File: config.mk
export PLATFORM = sky130hd
export DESIGN_NAME = exc_arbiter
export DESIGN_NICKNAME = d
export VERILOG_FILES = /design/src/rtl/exc_arb_pkg.sv /design/src/rtl/exc_arb_async.sv /design/src/rtl/exc_arb_instr.sv /design/src/rtl/exc_arbiter.sv
export SDC_FILE = /design/constraint.sdc
export NUM_CORES = 1
export LEC_CHECK = 0
export ABC_AREA = 1
export BUFFER_PORTS_ARGS = -buffer_cell sky130_fd_sc_hd__buf_2
export CORE_ASPECT_RATIO = 0.7
export CORE_UTILIZATION = 47
export CTS_BUF_LIST = sky130_fd_sc_hd__clkbuf_8
export DETAILED_ROUTE_END_ITERATION = 16
export PLACE_DENSITY = 0.91
export SLEW_MARGIN = 20
export SYNTH_ARGS = -nofsm -noshare
export SYNTH_HDL_FRONTEND = slang
export SYNTH_SLANG_ARGS = --single-unit
File: constraint.sdc
create_clock -name clk -period 1.6 [get_ports clk]
set_input_delay 0 -clock clk [delete_from_list [all_inputs] [get_ports clk]]
set_output_delay 0 -clock clk [all_outputs]
set_load 0.02 [all_outputs]
File: src/rtl/exc_arb_pkg.sv
package exc_arb_pkg;

    localparam int IRQ_N      = 5;
    localparam int FLT_N      = 11;
    localparam int CODE_W     = 5;
    localparam int SCAN_W     = 16;
    localparam int IRQ_BASE   = 4;
    localparam int FETCH_SLOT = IRQ_BASE + IRQ_N;
    localparam int FLT_BASE   = FETCH_SLOT + 1;

    typedef enum logic [CODE_W-1:0] {
        EXC_NONE   = 5'd0,
        EXC_HRST   = 5'd1,
        EXC_MCHK   = 5'd2,
        EXC_SRST   = 5'd3,
        EXC_SMI    = 5'd4,
        EXC_EXT    = 5'd5,
        EXC_PERF   = 5'd6,
        EXC_DEC    = 5'd7,
        EXC_THERM  = 5'd8,
        EXC_IFETCH = 5'd9,
        EXC_IABR   = 5'd10,
        EXC_PROG   = 5'd11,
        EXC_SYSC   = 5'd12,
        EXC_FPU    = 5'd13,
        EXC_FPEN   = 5'd14,
        EXC_XCTL   = 5'd15,
        EXC_ALIGN  = 5'd16,
        EXC_BLKP   = 5'd17,
        EXC_DSEG   = 5'd18,
        EXC_PAGEP  = 5'd19,
        EXC_DBRK   = 5'd20,
        EXC_TRACE  = 5'd21
    } exc_code_t;

    typedef enum logic [1:0] {
        AQ_IDLE = 2'd0,
        AQ_WAIT = 2'd1,
        AQ_HOLD = 2'd2
    } aq_state_t;

    typedef struct packed {
        logic      valid;
        exc_code_t code;
    } exc_pick_t;

    localparam exc_pick_t PICK_NONE = '{valid: 1'b0, code: EXC_NONE};

    // index of the lowest set bit; zero when none is set
    function automatic logic [CODE_W-1:0] first_one(input logic [SCAN_W-1:0] v);
        logic [CODE_W-1:0] idx;
        idx = '0;
        for (int i = SCAN_W - 1; i >= 0; i--) begin
            if (v[i]) idx = CODE_W'(i);
        end
        return idx;
    endfunction

    function automatic logic is_irq_code(input exc_code_t c);
        return (int'(c) >= IRQ_BASE) && (int'(c) < IRQ_BASE + IRQ_N);
    endfunction

endpackage

File: src/rtl/exc_arb_async.sv
module exc_arb_async
    import exc_arb_pkg::*;
(
    input  logic             clk,
    input  logic             rst,
    input  logic             hrst_req,
    input  logic             mchk_req,
    input  logic             mchk_en,
    input  logic             srst_req,
    input  logic [IRQ_N-1:0] irq_req,
    input  logic [IRQ_N-1:0] irq_en,
    input  logic             irq_ee,
    input  logic             recov,
    input  logic             done_ok,
    input  logic             take_valid,
    input  exc_code_t        take_code,
    output exc_pick_t        pick_hi,
    output exc_pick_t        pick_irq,
    output logic             stop_now,
    output logic             halt
);

    logic [IRQ_N-1:0] live;
    logic             any_live;
    aq_state_t        st_q, st_d;

    assign live     = irq_req & irq_en & {IRQ_N{irq_ee}};
    assign any_live = |live;
    assign halt     = (st_q == AQ_HOLD);

    // disabled machine check stops the core unless a hard reset is there too
    assign stop_now = mchk_req & ~mchk_en & ~hrst_req;

    always_comb begin
        pick_hi = PICK_NONE;
        if (hrst_req)
            pick_hi = '{valid: 1'b1, code: EXC_HRST};
        else if (mchk_req && mchk_en)
            pick_hi = '{valid: 1'b1, code: EXC_MCHK};
        else if (srst_req && recov)
            pick_hi = '{valid: 1'b1, code: EXC_SRST};
    end

    always_comb begin
        pick_irq       = PICK_NONE;
        pick_irq.valid = halt && recov && any_live;
        if (pick_irq.valid)
            pick_irq.code = exc_code_t'(CODE_W'(IRQ_BASE)
                          + first_one({{(SCAN_W-IRQ_N){1'b0}}, live}));
    end

    // one clean retirement, then hold completion until taken
    always_comb begin
        st_d = st_q;
        unique case (st_q)
            AQ_IDLE: if (any_live) st_d = done_ok ? AQ_HOLD : AQ_WAIT;
            AQ_WAIT: begin
                if (!any_live)    st_d = AQ_IDLE;
                else if (done_ok) st_d = AQ_HOLD;
            end
            AQ_HOLD: begin
                if (!any_live || (take_valid && is_irq_code(take_code)))
                    st_d = AQ_IDLE;
            end
            default: st_d = AQ_IDLE;
        endcase
    end

    always_ff @(posedge clk) begin
        if (rst) st_q <= AQ_IDLE;
        else     st_q <= st_d;
    end

    p_hold_after_retire_r9: assert property (@(posedge clk) disable iff (rst)
        (st_q != AQ_HOLD && st_d == AQ_HOLD) |-> done_ok);

endmodule

File: src/rtl/exc_arb_instr.sv
module exc_arb_instr
    import exc_arb_pkg::*;
(
    input  logic             clk,
    input  logic             rst,
    input  logic             cmp_valid,
    input  logic [FLT_N-1:0] cmp_fault,
    input  logic             cmp_branch,
    input  logic             trace_step,
    input  logic             trace_branch,
    input  logic             halt,
    input  logic             fetch_fault,
    input  logic             inflight_empty,
    input  logic             recov,
    input  logic             take_valid,
    output exc_pick_t        pick_ins,
    output exc_pick_t        pick_fetch,
    output logic             done_ok,
    output logic             fetch_pend
);

    logic live_cmp;
    logic has_flt;
    logic trace_hit;
    logic fetch_q;

    assign live_cmp   = cmp_valid & ~halt;
    assign has_flt    = |cmp_fault;
    assign done_ok    = live_cmp & ~has_flt;
    assign trace_hit  = done_ok & (trace_step | (trace_branch & cmp_branch));
    assign fetch_pend = fetch_q;

    always_comb begin
        pick_ins = PICK_NONE;
        if (live_cmp && has_flt)
            pick_ins = '{valid: 1'b1,
                         code: exc_code_t'(CODE_W'(FLT_BASE)
                             + first_one({{(SCAN_W-FLT_N){1'b0}}, cmp_fault}))};
        else if (trace_hit)
            pick_ins = '{valid: 1'b1, code: EXC_TRACE};
    end

    always_comb begin
        pick_fetch       = PICK_NONE;
        pick_fetch.valid = fetch_q && inflight_empty && recov;
        if (pick_fetch.valid) pick_fetch.code = EXC_IFETCH;
    end

    // any take clears the latched fetch fault: its own, or a winner that drops it
    always_ff @(posedge clk) begin
        if (rst)              fetch_q <= 1'b0;
        else if (fetch_fault) fetch_q <= 1'b1;
        else if (take_valid)  fetch_q <= 1'b0;
    end

    p_fetch_set_r11: assert property (@(posedge clk) disable iff (rst)
        fetch_fault |=> fetch_q);

endmodule

File: src/rtl/exc_arbiter.sv
module exc_arbiter
    import exc_arb_pkg::*;
(
    input  logic             clk,
    input  logic             rst,
    input  logic             hrst_req,
    input  logic             mchk_req,
    input  logic             mchk_en,
    input  logic             srst_req,
    input  logic [IRQ_N-1:0] irq_req,
    input  logic [IRQ_N-1:0] irq_en,
    input  logic             irq_ee,
    input  logic             sq_empty,
    input  logic             cmpl_idle,
    input  logic             cmp_valid,
    input  logic [FLT_N-1:0] cmp_fault,
    input  logic             cmp_branch,
    input  logic             trace_step,
    input  logic             trace_branch,
    input  logic             fetch_fault,
    input  logic             inflight_empty,
    output logic             exc_take,
    output logic [CODE_W-1:0] exc_code,
    output logic             dispatch_stop,
    output logic             cmp_halt,
    output logic             checkstop
);

    logic      recov;
    logic      stop_now;
    logic      halt;
    logic      done_ok;
    logic      fetch_pend;
    exc_pick_t pick_hi, pick_irq, pick_ins, pick_fetch, pick;
    logic      take_q;
    exc_code_t code_q;
    logic      chk_q;

    assign recov = sq_empty & cmpl_idle;

    exc_arb_async u_async (
        .clk        (clk),
        .rst        (rst),
        .hrst_req   (hrst_req),
        .mchk_req   (mchk_req),
        .mchk_en    (mchk_en),
        .srst_req   (srst_req),
        .irq_req    (irq_req),
        .irq_en     (irq_en),
        .irq_ee     (irq_ee),
        .recov      (recov),
        .done_ok    (done_ok),
        .take_valid (pick.valid),
        .take_code  (pick.code),
        .pick_hi    (pick_hi),
        .pick_irq   (pick_irq),
        .stop_now   (stop_now),
        .halt       (halt)
    );

    exc_arb_instr u_instr (
        .clk            (clk),
        .rst            (rst),
        .cmp_valid      (cmp_valid),
        .cmp_fault      (cmp_fault),
        .cmp_branch     (cmp_branch),
        .trace_step     (trace_step),
        .trace_branch   (trace_branch),
        .halt           (halt),
        .fetch_fault    (fetch_fault),
        .inflight_empty (inflight_empty),
        .recov          (recov),
        .take_valid     (pick.valid),
        .pick_ins       (pick_ins),
        .pick_fetch     (pick_fetch),
        .done_ok        (done_ok),
        .fetch_pend     (fetch_pend)
    );

    // group priority: async high, retiring instruction, maskable, fetch
    always_comb begin
        pick = PICK_NONE;
        if (pick_hi.valid)         pick = pick_hi;
        else if (pick_ins.valid)   pick = pick_ins;
        else if (pick_irq.valid)   pick = pick_irq;
        else if (pick_fetch.valid) pick = pick_fetch;
        if (chk_q || stop_now)     pick = PICK_NONE;
    end

    always_ff @(posedge clk) begin
        if (rst) begin
            take_q <= 1'b0;
            code_q <= EXC_NONE;
            chk_q  <= 1'b0;
        end else begin
            take_q <= pick.valid;
            code_q <= pick.valid ? pick.code : EXC_NONE;
            chk_q  <= chk_q | stop_now;
        end
    end

    assign exc_take      = take_q;
    assign exc_code      = code_q;
    assign dispatch_stop = fetch_pend;
    assign cmp_halt      = halt;
    assign checkstop     = chk_q;

    p_code_with_take_r12: assert property (@(posedge clk) disable iff (rst)
        exc_take == (exc_code != CODE_W'(0)));

    p_hard_reset_r2: assert property (@(posedge clk) disable iff (rst)
        (hrst_req && !checkstop) |=> (exc_take && exc_code == EXC_HRST));

    p_mchk_next_r3: assert property (@(posedge clk) disable iff (rst)
        (mchk_req && mchk_en && !hrst_req && !checkstop)
        |=> (exc_take && exc_code == EXC_MCHK));

    p_srst_recov_r4: assert property (@(posedge clk) disable iff (rst)
        (exc_take && exc_code == EXC_SRST) |-> $past(sq_empty && cmpl_idle));

    p_checkstop_hold_r5: assert property (@(posedge clk) disable iff (rst)
        checkstop |=> (checkstop && !exc_take));

    p_irq_from_halt_r9: assert property (@(posedge clk) disable iff (rst)
        (exc_take && is_irq_code(exc_code_t'(exc_code))) |-> $past(cmp_halt));

    p_fetch_drained_r11: assert property (@(posedge clk) disable iff (rst)
        (exc_take && exc_code == EXC_IFETCH)
        |-> $past(dispatch_stop && inflight_empty && sq_empty && cmpl_idle));

endmodule

==> metrics.cfg <==
[run_status]
status = finished, violations left
violations = setup timing

[route]
wl_per_cell_um = 10.7
drc = 0
via_per_inst = 4.94
dr_total_vias = 1155
ant_nets = 0
drtIter0Drc = 46
first_pass_iters = 4
drt-total-wl_mm = 2.50

[synth]
synthTopCellsByArea = dfxtp_1 22%, nand2_1 14%, inv_1 13%
synthFlopType = dfxtp_1
async_reset_ff_share_pct = 0
ys_seq_area_share_pct = 21.7
ys_types = 21
syn_area_sq_um = 925
synth_fp_nets = 193
yosys_warnings = 0
postSynthCellCount = 156
synth.most_common_cell = nand2_1
synth_edf_count = 0
synth_top_area_cell = dfxtp_1
synth-seq-cells = 10
netlist.area_leader.share_pct = 21.7
synthTopCellsByCount = 35 x nand2_1, 31 x inv_1, 17 x nor2_1
syn_avg_cell_area_sq_um = 5.93

[floorplan]
die_y_um = 39.1
die-area_sq_um = 2150
rows = 13
die_x_um = 55.0
start_util_pct = 49.9
coreArea_sq_um = 1850
io_pins = 45

[final_layout]
drive_gt1_share_pct = 42.5
postLayoutCoreUtil_pct = 71.9
area_growth_pct = 44.1
nets = 250
postLayoutCellArea_sq_um = 1330
antenna_cells = 0

[placed_design]
port_buffers = 44
dp_hpwl_mm = 1.80
dp_slack_ns = -0.0855
place_area_sq_um = 1210
gp_congestion = 0.855

[setup_path]
cpMaxStageDelayCell = dfxtp_2
start_kind = register
crit_path_frequent_cell = nand2_1
cp.required_ns = 1.73
critPathKind = register to register
path_max_fanout = 3
crit_path_end_kind = register
worstPathCellList = inv_2 -> nor2_4 -> inv_2 -> nand2_4 -> nor2_1 -> nand2_1 -> nand4_1 -> buf_4 -> nand3_1 -> nand3_1 -> nand2_1 -> o21ai_1 -> nand2_1 -> inv_1
cpPeakStageDelay_ns = 0.32
arrival_ns = 1.83

[sta]
maxSlewViolCount = 0
maxSlewHeadroom_pct = 76.6
worst_pin_slew_ns = 0.348
max_freq_mhz = 589
fin_crit_ns = 1.70
fin_crit_sh_pct = 106
layout_setup_ws_ns = -0.0969
hold_viol = 0
skew_ns = 0.000491
rsz0062_at_grt = yes
fin_hold_ws_ns = 0.0880
setup_viol = 1

[clocking]
cts_inserted_buffers = 3
cts_buffer_depth = 2
cts.sinks = 10
clk_latency_ns = 0.24
htree_levels = 1
cts_tree = built
clk_pin_slew_ns = 0.05
cts_root_buffer = clkbuf_8

[power]
powerDensity_nw_per_um2 = 657
peakVddDrop_mv = 0.796
leakage_uw = 0.000757
power.total_uw = 875

[global_routing]
grt_pass1_vias = 985
overflow = 0
grt_max_degree = 7
antenna_found_initial = 0
grt_pass1_wl_mm = 3.80
globalRouteTotalUtil_pct = 25.4

[worst_hold_path]
hold_class = input pin to register

[run]
maxCapViolCount = 0

## layout by cell type, fill, tap and decap left out
| master | n |
|---|---|
| buf_2 | 44 |
| nand2_1 | 34 |
| inv_1 | 26 |
| nor2_1 | 16 |
| nand3_1 | 10 |
| nand2_2 | 9 |
| a21oi_1 | 9 |
| dfxtp_1 | 9 |
| nand3_2 | 7 |
| buf_4 | 6 |
| nand2_4 | 5 |
| inv_2 | 4 |
| nor2_4 | 4 |
| nand4_1 | 4 |
| clkbuf_8 | 4 |
| nor2_2 | 3 |
| o21ai_0 | 3 |
| o21ai_1 | 3 |
| inv_4 | 2 |
| dlygate4sd3_1 | 2 |
| nor3_1 | 1 |
| a21oi_2 | 1 |
| xnor2_1 | 1 |
| clkinv_1 | 1 |
| a21boi_0 | 1 |
| a21boi_1 | 1 |
| ha_1 | 1 |
| dfxtp_2 | 1 |
## power breakdown
group          leakage (uW)  total [uW]  switching [uW]  internal [uW]
Combinational      0.000645         283             167            115
Sequential        0.0000825         273            7.79            265
Clock             0.0000288         320             103            217
Total              0.000757         875             278            597
## per-layer routing
layer / global-route usage, % / routed length, um / up-vias
met5: 0 / 0 / -
li1: - / - / 597
met3: 8.24 / 193 / 6
met2: 45.2 / 1180 / 52
met1: 29.4 / 1070 / 500
met4: 5.63 / 58 / 0
## flip-flops by register name, summed over array words and instances (netlist names)
name,count
checkstop,1
u_async.st_q,2
u_instr.fetch_pend,1
exc_code,5
exc_take,1
## per-stage QoR
stage | TNS, ns | cells
after floorplan | 0 | 156
after global placement | -0.0116 | 226
after detailed placement | -0.0855 | 226
after CTS | 0 | 233
after global routing | -0.182 | 234
final | -0.0969 | 234
## what timing repair did
| action | CTS | global route |
|---|---|---|
| pin swaps | 1 | 11 |
| hold endpoints to repair | 1 | 0 |
| setup buffers | 1 | 1 |
| resized for setup | 2 | 13 |
| hold buffers | 2 | 0 |
| setup endpoints to repair | 1 | 6 |
| cloned | 0 | 0 |
## kinds of logic after synthesis
family                   synth area share [%]
AO/OA/AOI/OAI                            10.3
XOR/XNOR                                0.947
adder cells (fa/ha/maj)                  1.35
buffers and inverters                    13.4
flip-flops                               21.7
AND/OR/NAND/NOR                          52.4
## worst max-delay path, delay by kind of cell (launching register included)
family | cells | cell delay (ns)
simple gates | 9 | 0.89
buf+inv | 4 | 0.33
flops | 1 | 0.32
compound gates | 1 | 0.06
## worst paths after layout
check,from,endpoint,slack [ns],cells after the start
hold reg to reg,u_instr.fetch_pend,u_instr.fetch_pend,0.55,2
setup / recovery,u_async.st_q[1],u_async.st_q[1],-0.1,14
hold / removal,mchk_req,exc_code[0],0.09,4
setup reg to reg,u_async.st_q[1],u_async.st_q[1],-0.1,14
## area by class of cell
cell class / count / area [sq um]
multi-input cells: 113 / 634
fillers: 153 / 522
repair buffers: 52 / 285
flip-flops and latches: 10 / 201
inverters: 33 / 129
clock buffers: 4 / 55.1
well taps: 22 / 27.5
Note: power is estimated with default switching activity, not from simulation.
